$ cat config.mk
export PLATFORM = sky130hd
export DESIGN_NAME = frac_baud_gen
export DESIGN_NICKNAME = d
export VERILOG_FILES = /design/src/rtl/fbg_pkg.sv /design/src/rtl/fbg_prescaler.sv /design/src/rtl/fbg_frac_div.sv /design/src/rtl/fbg_bit_div.sv /design/src/rtl/frac_baud_gen.sv
export SDC_FILE = /design/constraint.sdc
export NUM_CORES = 1
export LEC_CHECK = 0
export BUFFER_PORTS_ARGS = -buffer_cell sky130_fd_sc_hd__buf_2
export CORE_MARGIN = 3
export CORE_UTILIZATION = 45
export DETAILED_ROUTE_END_ITERATION = 12
export PLACE_DENSITY = 0.66
export SYNTH_ARGS = -nofsm -noshare
export SYNTH_HDL_FRONTEND = slang
export SYNTH_SLANG_ARGS = --single-unit
export TNS_END_PERCENT = 100
$ cat constraint.sdc
create_clock -name clk -period 4.1 [get_ports clk]
set_input_delay 0.82 -clock clk [delete_from_list [all_inputs] [get_ports clk]]
set_output_delay 0.82 -clock clk [all_outputs]
set_load 0.01 [all_outputs]
$ cat src/rtl/fbg_pkg.sv
package fbg_pkg;
  typedef enum logic { OS_X16 = 1'b0, OS_X8 = 1'b1 } os_mode_e;

  localparam int unsigned PRE_W  = 2;   // prescale by 2**PRE_W when enabled
  localparam int unsigned SAMP_W = 4;   // enough for 16 samples per bit

  function automatic logic [SAMP_W-1:0] last_sample(input os_mode_e m);
    return (m == OS_X8) ? SAMP_W'(7) : SAMP_W'(15);
  endfunction
endpackage

$ cat src/rtl/fbg_prescaler.sv
module fbg_prescaler
  import fbg_pkg::*;
(
  input  logic clk,
  input  logic rst_n,
  input  logic restart,
  input  logic div4,
  output logic pre_en
);
  logic [PRE_W-1:0] phase_q;

  always_ff @(posedge clk) begin
    if (!rst_n || restart) phase_q <= '0;
    else                   phase_q <= phase_q + 1'b1;
  end

  assign pre_en = div4 ? (phase_q == {PRE_W{1'b1}}) : 1'b1;

  // in divide-by-4 mode enables never come back to back
  p_pre_gap_r1: assert property (@(posedge clk) disable iff (!rst_n)
    (div4 && pre_en && !restart) |=> !pre_en || !div4);
endmodule

$ cat src/rtl/fbg_frac_div.sv
module fbg_frac_div #(
  parameter int unsigned DIV_W  = 16,
  parameter int unsigned FRAC_W = 4
) (
  input  logic              clk,
  input  logic              rst_n,
  input  logic              restart,
  input  logic              pre_en,
  input  logic [DIV_W-1:0]  div_int,
  input  logic [FRAC_W-1:0] div_frac,
  output logic              tick
);
  logic [DIV_W-1:0]  cnt_q;
  logic [FRAC_W-1:0] acc_q;
  logic [FRAC_W:0]   acc_sum;
  logic              stretch;
  logic              parked;
  logic [DIV_W-1:0]  last;

  assign parked  = (div_int == '0);
  assign acc_sum = {1'b0, acc_q} + {1'b0, div_frac};
  assign stretch = acc_sum[FRAC_W];
  assign last    = div_int - DIV_W'(1) + DIV_W'(stretch);
  assign tick    = pre_en && !parked && (cnt_q == last);

  always_ff @(posedge clk) begin
    if (!rst_n || restart) begin
      cnt_q <= '0;
      acc_q <= '0;
    end else if (pre_en && !parked) begin
      if (cnt_q == last) begin
        cnt_q <= '0;
        acc_q <= acc_sum[FRAC_W-1:0];
      end else begin
        cnt_q <= cnt_q + 1'b1;
      end
    end
  end

  // the period counter never passes the end of the current period
  p_cnt_in_period_r3: assert property (@(posedge clk) disable iff (!rst_n)
    !parked |-> cnt_q <= last);
  // a zero divisor leaves the counter where it was
  p_parked_hold_r6: assert property (@(posedge clk) disable iff (!rst_n)
    (parked && !restart) |=> (cnt_q == $past(cnt_q)) || restart);
endmodule

$ cat src/rtl/fbg_bit_div.sv
module fbg_bit_div
  import fbg_pkg::*;
(
  input  logic     clk,
  input  logic     rst_n,
  input  logic     restart,
  input  os_mode_e mode,
  input  logic     samp,
  output logic     bit_tick
);
  logic [SAMP_W-1:0] idx_q;
  logic [SAMP_W-1:0] top;

  assign top      = last_sample(mode);
  assign bit_tick = samp && (idx_q == top);

  always_ff @(posedge clk) begin
    if (!rst_n || restart)  idx_q <= '0;
    else if (samp)          idx_q <= (idx_q == top) ? '0 : idx_q + 1'b1;
  end

  // the sample index stays inside the selected ratio
  p_idx_range_r4: assert property (@(posedge clk) disable iff (!rst_n)
    idx_q <= top);
endmodule

$ cat src/rtl/frac_baud_gen.sv
module frac_baud_gen
  import fbg_pkg::*;
#(
  parameter int unsigned DIV_W  = 16,
  parameter int unsigned FRAC_W = 4
) (
  input  logic              clk,
  input  logic              rst_n,
  input  logic              pre_div4_i,
  input  logic              os8_mode_i,
  input  logic [DIV_W-1:0]  div_int_i,
  input  logic [FRAC_W-1:0] div_frac_i,
  output logic              sample_tick_o,
  output logic              bit_tick_o
);
  localparam int unsigned CFG_W = 2 + DIV_W + FRAC_W;

  logic [CFG_W-1:0] cfg_in, cfg_q;
  logic             restart;
  logic             pre_en, samp_raw, bit_raw;
  os_mode_e         mode_q;

  assign cfg_in = {pre_div4_i, os8_mode_i, div_int_i, div_frac_i};

  // configuration is captured during reset and on every edge; a difference
  // between the pins and the captured copy restarts all counters
  always_ff @(posedge clk) cfg_q <= cfg_in;

  assign restart = rst_n && (cfg_in != cfg_q);
  assign mode_q  = os_mode_e'(cfg_q[CFG_W-2]);

  fbg_prescaler u_pre (
    .clk     (clk),
    .rst_n   (rst_n),
    .restart (restart),
    .div4    (cfg_q[CFG_W-1]),
    .pre_en  (pre_en)
  );

  fbg_frac_div #(.DIV_W(DIV_W), .FRAC_W(FRAC_W)) u_div (
    .clk      (clk),
    .rst_n    (rst_n),
    .restart  (restart),
    .pre_en   (pre_en),
    .div_int  (cfg_q[FRAC_W +: DIV_W]),
    .div_frac (cfg_q[FRAC_W-1:0]),
    .tick     (samp_raw)
  );

  fbg_bit_div u_bit (
    .clk      (clk),
    .rst_n    (rst_n),
    .restart  (restart),
    .mode     (mode_q),
    .samp     (samp_raw),
    .bit_tick (bit_raw)
  );

  assign sample_tick_o = rst_n && samp_raw;
  assign bit_tick_o    = rst_n && bit_raw;

  // zero divisor keeps the sample strobe low
  p_zero_silent_r6: assert property (@(posedge clk) disable iff (!rst_n)
    (cfg_q[FRAC_W +: DIV_W] == '0) |-> !sample_tick_o);
  // a bit strobe always rides on a sample strobe
  p_bit_on_sample_r7: assert property (@(posedge clk) disable iff (!rst_n)
    bit_tick_o |-> sample_tick_o);
  // the bit strobe lasts a single cycle
  p_bit_single_r7: assert property (@(posedge clk) disable iff (!rst_n)
    bit_tick_o |=> !bit_tick_o);
  // after a restart into divide-by-4 no tick comes in the first cycle
  p_restart_clean_r8: assert property (@(posedge clk) disable iff (!rst_n)
    restart |=> (!cfg_q[CFG_W-1] || !sample_tick_o));
endmodule

==> impl_metrics.py <==
metrics = {
    "sta": {
        "maxSlewViolCount": 0,
        "worstMarginPinSlew_ns": 0.607,
        "finalClockSkew_ns": 0.00745,
        "fmax_mhz": 248,
        "hold_viol": 0,
        "period_share": 0.982,
        "relSlewSlack": 0.592,
        "tns_ns": 0,
        "fin_crit_ns": 4.02,
        "rsz0062_at_grt": "yes",
        "finalSetupViolCount": 0,
    },
    "cells_and_area": {
        "fin_area_um2": 2870,
        "final_common_cell": "dfxtp_1",
        "diodes": 0,
        "areaGrowthSynthToFinish_pct": 15.6,
        "final_cell_mix": "dfxtp_1 (45), xnor2_1 (34), nor2_1 (26)",
        "drive_above_1_share": 0.190,
        "final_nets": 338,
    },
    "synthesis": {
        "ys_seq_area_frac": 0.387,
        "synthArstFlopShare": 0,
        "syn_inst": 274,
        "ys_seq_elements": 48,
        "syn_area_um2": 2480,
        "synth_enable_flop_cells": 0,
        "synthFlopType": "dfxtp_1",
        "syn_area_per_cell_um2": 9.06,
        "synth_cell_types": 40,
        "synth_warnings": 0,
        "syn_nets": 308,
    },
    "routing": {
        "drt_iter0_markers": 58,
        "routed_wl_um": 5410,
        "vias_per_cell": 5.35,
        "wl_per_cell_um": 14.4,
        "drt_pass1_iterations": 4,
        "vias": 2005,
        "drtAntennaViolNets": 0,
        "drc": 0,
    },
    "clock_network": {
        "ctsHoldBuffers": 0,
        "cts_buffers": 5,
        "clk_latency_ns": 0.30,
        "clock-sinks": 48,
        "clockBufferDepth": 2,
        "cts_tree": "yes",
        "cts_root_buf": "clkbuf_8",
        "h-tree-depth": 2,
        "cts.clk_slew.worst_paths_ns": 0.09,
    },
    "global_routing": {
        "grt.overflow.total": 0,
        "grt_max_degree": 17,
        "gr-usage-all-layers": 0.180,
        "grt_pass1_wl_um": 9050,
        "antenna_found_initial": 0,
        "grt_pass1_vias": 1909,
    },
    "placed_design": {
        "place_area_um2": 2690,
        "place_congestion": 0.906,
        "portBuffers": 25,
        "hpwlAfterDp_um": 4160,
    },
    "setup_path": {
        "path_buf_inv": 3,
        "cpMaxStageDelayCell": "dfxtp_2",
        "critPathTopFamily": "adder cells",
        "worstPathRequired_ns": 3.28,
        "path_max_fanout": 2,
        "crit_chain": "ha_4 > inv_2 > fa_2 > inv_2 > a21o_1 > a21oi_2 > ha_2 > ha_4 > xor2_1 > o211ai_1 > a21oi_2 > o311ai_2 > nor4_2 > and3_1 > and2_1 > buf_2",
        "worstSetupPathType": "reg2out",
        "end_kind": "output port",
        "slowest_delay_ns": 0.37,
        "startpoint_type": "flip-flop",
        "arrival_ns": 3.20,
    },
    "floorplan": {
        "num_rows": 26,
        "die-area_um2": 6440,
        "die-height_um": 80.3,
        "die_width_um": 80.3,
        "start_util": 0.477,
        "io_pins": 26,
        "core-area_um2": 5200,
    },
    "run_status": {
        "status": "finished clean",
    },
    "hold_path": {
        "min_path_type": "reg2reg",
    },
    "power": {
        "power.density_nw_per_um2": 298,
        "p_leak_nw": 1.07,
        "ir_drop_v": 0.000221,
    },
    "job": {
        "cap_violations": 0,
    },
}
[report_power, final]
part / internal, W / switching [W]
clock: 0.000121 / 0.000161
sequential: 0.000478 / 0.0000180
combinational: 0.0000413 / 0.0000365
total: 0.000640 / 0.000216
[synthesized netlist by cell type (all sizes together) (2+ instances only)]
master | n | area (um^2)
o21ai | 9 | 45.0
ha | 9 | 113
a211oi | 3 | 22.5
nor3b | 2 | 15.0
a21o | 4 | 30.0
buf | 4 | 26.3
and3b | 2 | 17.5
clkbuf | 5 | 18.8
nand2 | 8 | 30.0
xor2 | 24 | 210
o31ai | 4 | 30.0
nor3 | 4 | 20.0
nor2 | 26 | 97.6
a21oi | 12 | 60.1
nor4 | 5 | 37.5
nand3 | 16 | 80.1
nor2b | 5 | 31.3
or4 | 6 | 48.8
mux2i | 2 | 20.0
and2 | 3 | 18.8
dfxtp | 48 | 961
and3 | 7 | 43.8
nand4 | 9 | 56.3
xnor2 | 34 | 298
inv | 11 | 41.3
[area by class of cell]
cell class | count | area [um^2]
clock buffer | 5 | 68.8
clock inverter | 3 | 23.8
fill | 494 | 2330
inverter | 11 | 41.3
multi-input combinational | 206 | 1510
sequential | 48 | 965
tap | 70 | 87.6
timing repair buffer | 32 | 178
[metrics by stage]
step | util | setup WS [ns] | power, W | std cells | hold WS (ns)
6_report | 0.551 | 0.0756 | 0.000856 | 375 | 0.430
5_1_grt | 0.551 | -0.0829 | 0.000896 | 375 | 0.460
4_1_cts | 0.537 | 0.000000666 | 0.000862 | 373 | 0.434
3_5_place_dp | 0.516 | 0.203 | 0.000578 | 364 | 0.421
3_3_place_gp | 0.516 | 0.217 | 0.000577 | 364 | 0.418
2_1_floorplan | - | 0.172 | 0.000550 | 274 | 0.399
[logic make-up after synthesis]
group                      synth area share
and+or+nand+nor                       0.212
adders and majority gates            0.0534
buffers and inverters                0.0348
muxes                               0.00806
DFF                                   0.387
AOI/OAI and AO/OA                     0.100
xor gates and xnor gates              0.205
[flip-flops by register name, indices dropped and copies added (netlist names)]
register	count
u_pre.phase_q	2
u_div.acc_q	4
u_div.cnt_q	16
u_bit.idx_q	4
cfg_q	22
[worst reg2reg max path, cell delays in order (launching register included)]
cell and delay, ns:
dfxtp_2 0.37, ha_4 0.14, inv_2 0.04, fa_2 0.37
inv_2 0.05, a21o_1 0.11, a21oi_2 0.05, ha_2 0.20
ha_4 0.26, xor2_1 0.13, o211ai_1 0.11, a21oi_2 0.16
o311ai_2 0.14, or4_1 0.68, or4_1 0.55, a21oi_1 0.15
[what timing repair did]
item,CTS,global route
pin swaps,2,10
setup endpoints to repair,2,2
setup buffers,1,2
hold endpoints to repair,0,0
resized for setup,5,16
[path summary, 6_finish.rpt]
| path | startpoint | cells past startpoint | slack (ns) | to |
|---|---|---|---|---|
| worst max-delay path | u_div.acc_q[0] | 16 | 0.08 | bit_tick_o |
| worst min register to register | u_pre.phase_q[0] | 1 | 0.43 | u_pre.phase_q[0] |
| worst max register to register | u_div.acc_q[0] | 15 | 0.52 | u_bit.idx_q[0] |
| worst min-delay path | u_pre.phase_q[0] | 1 | 0.43 | u_pre.phase_q[0] |
[layer usage]
layer,track usage,vias to the layer above,part of all wire
met2,0.276,47,0.46
met3,0.0370,5,0.048
met5,0,-,0
met1,0.257,935,0.48
li1,-,1018,-
met4,0.0473,0,0.0081
Power figures use the tool's default switching activity.
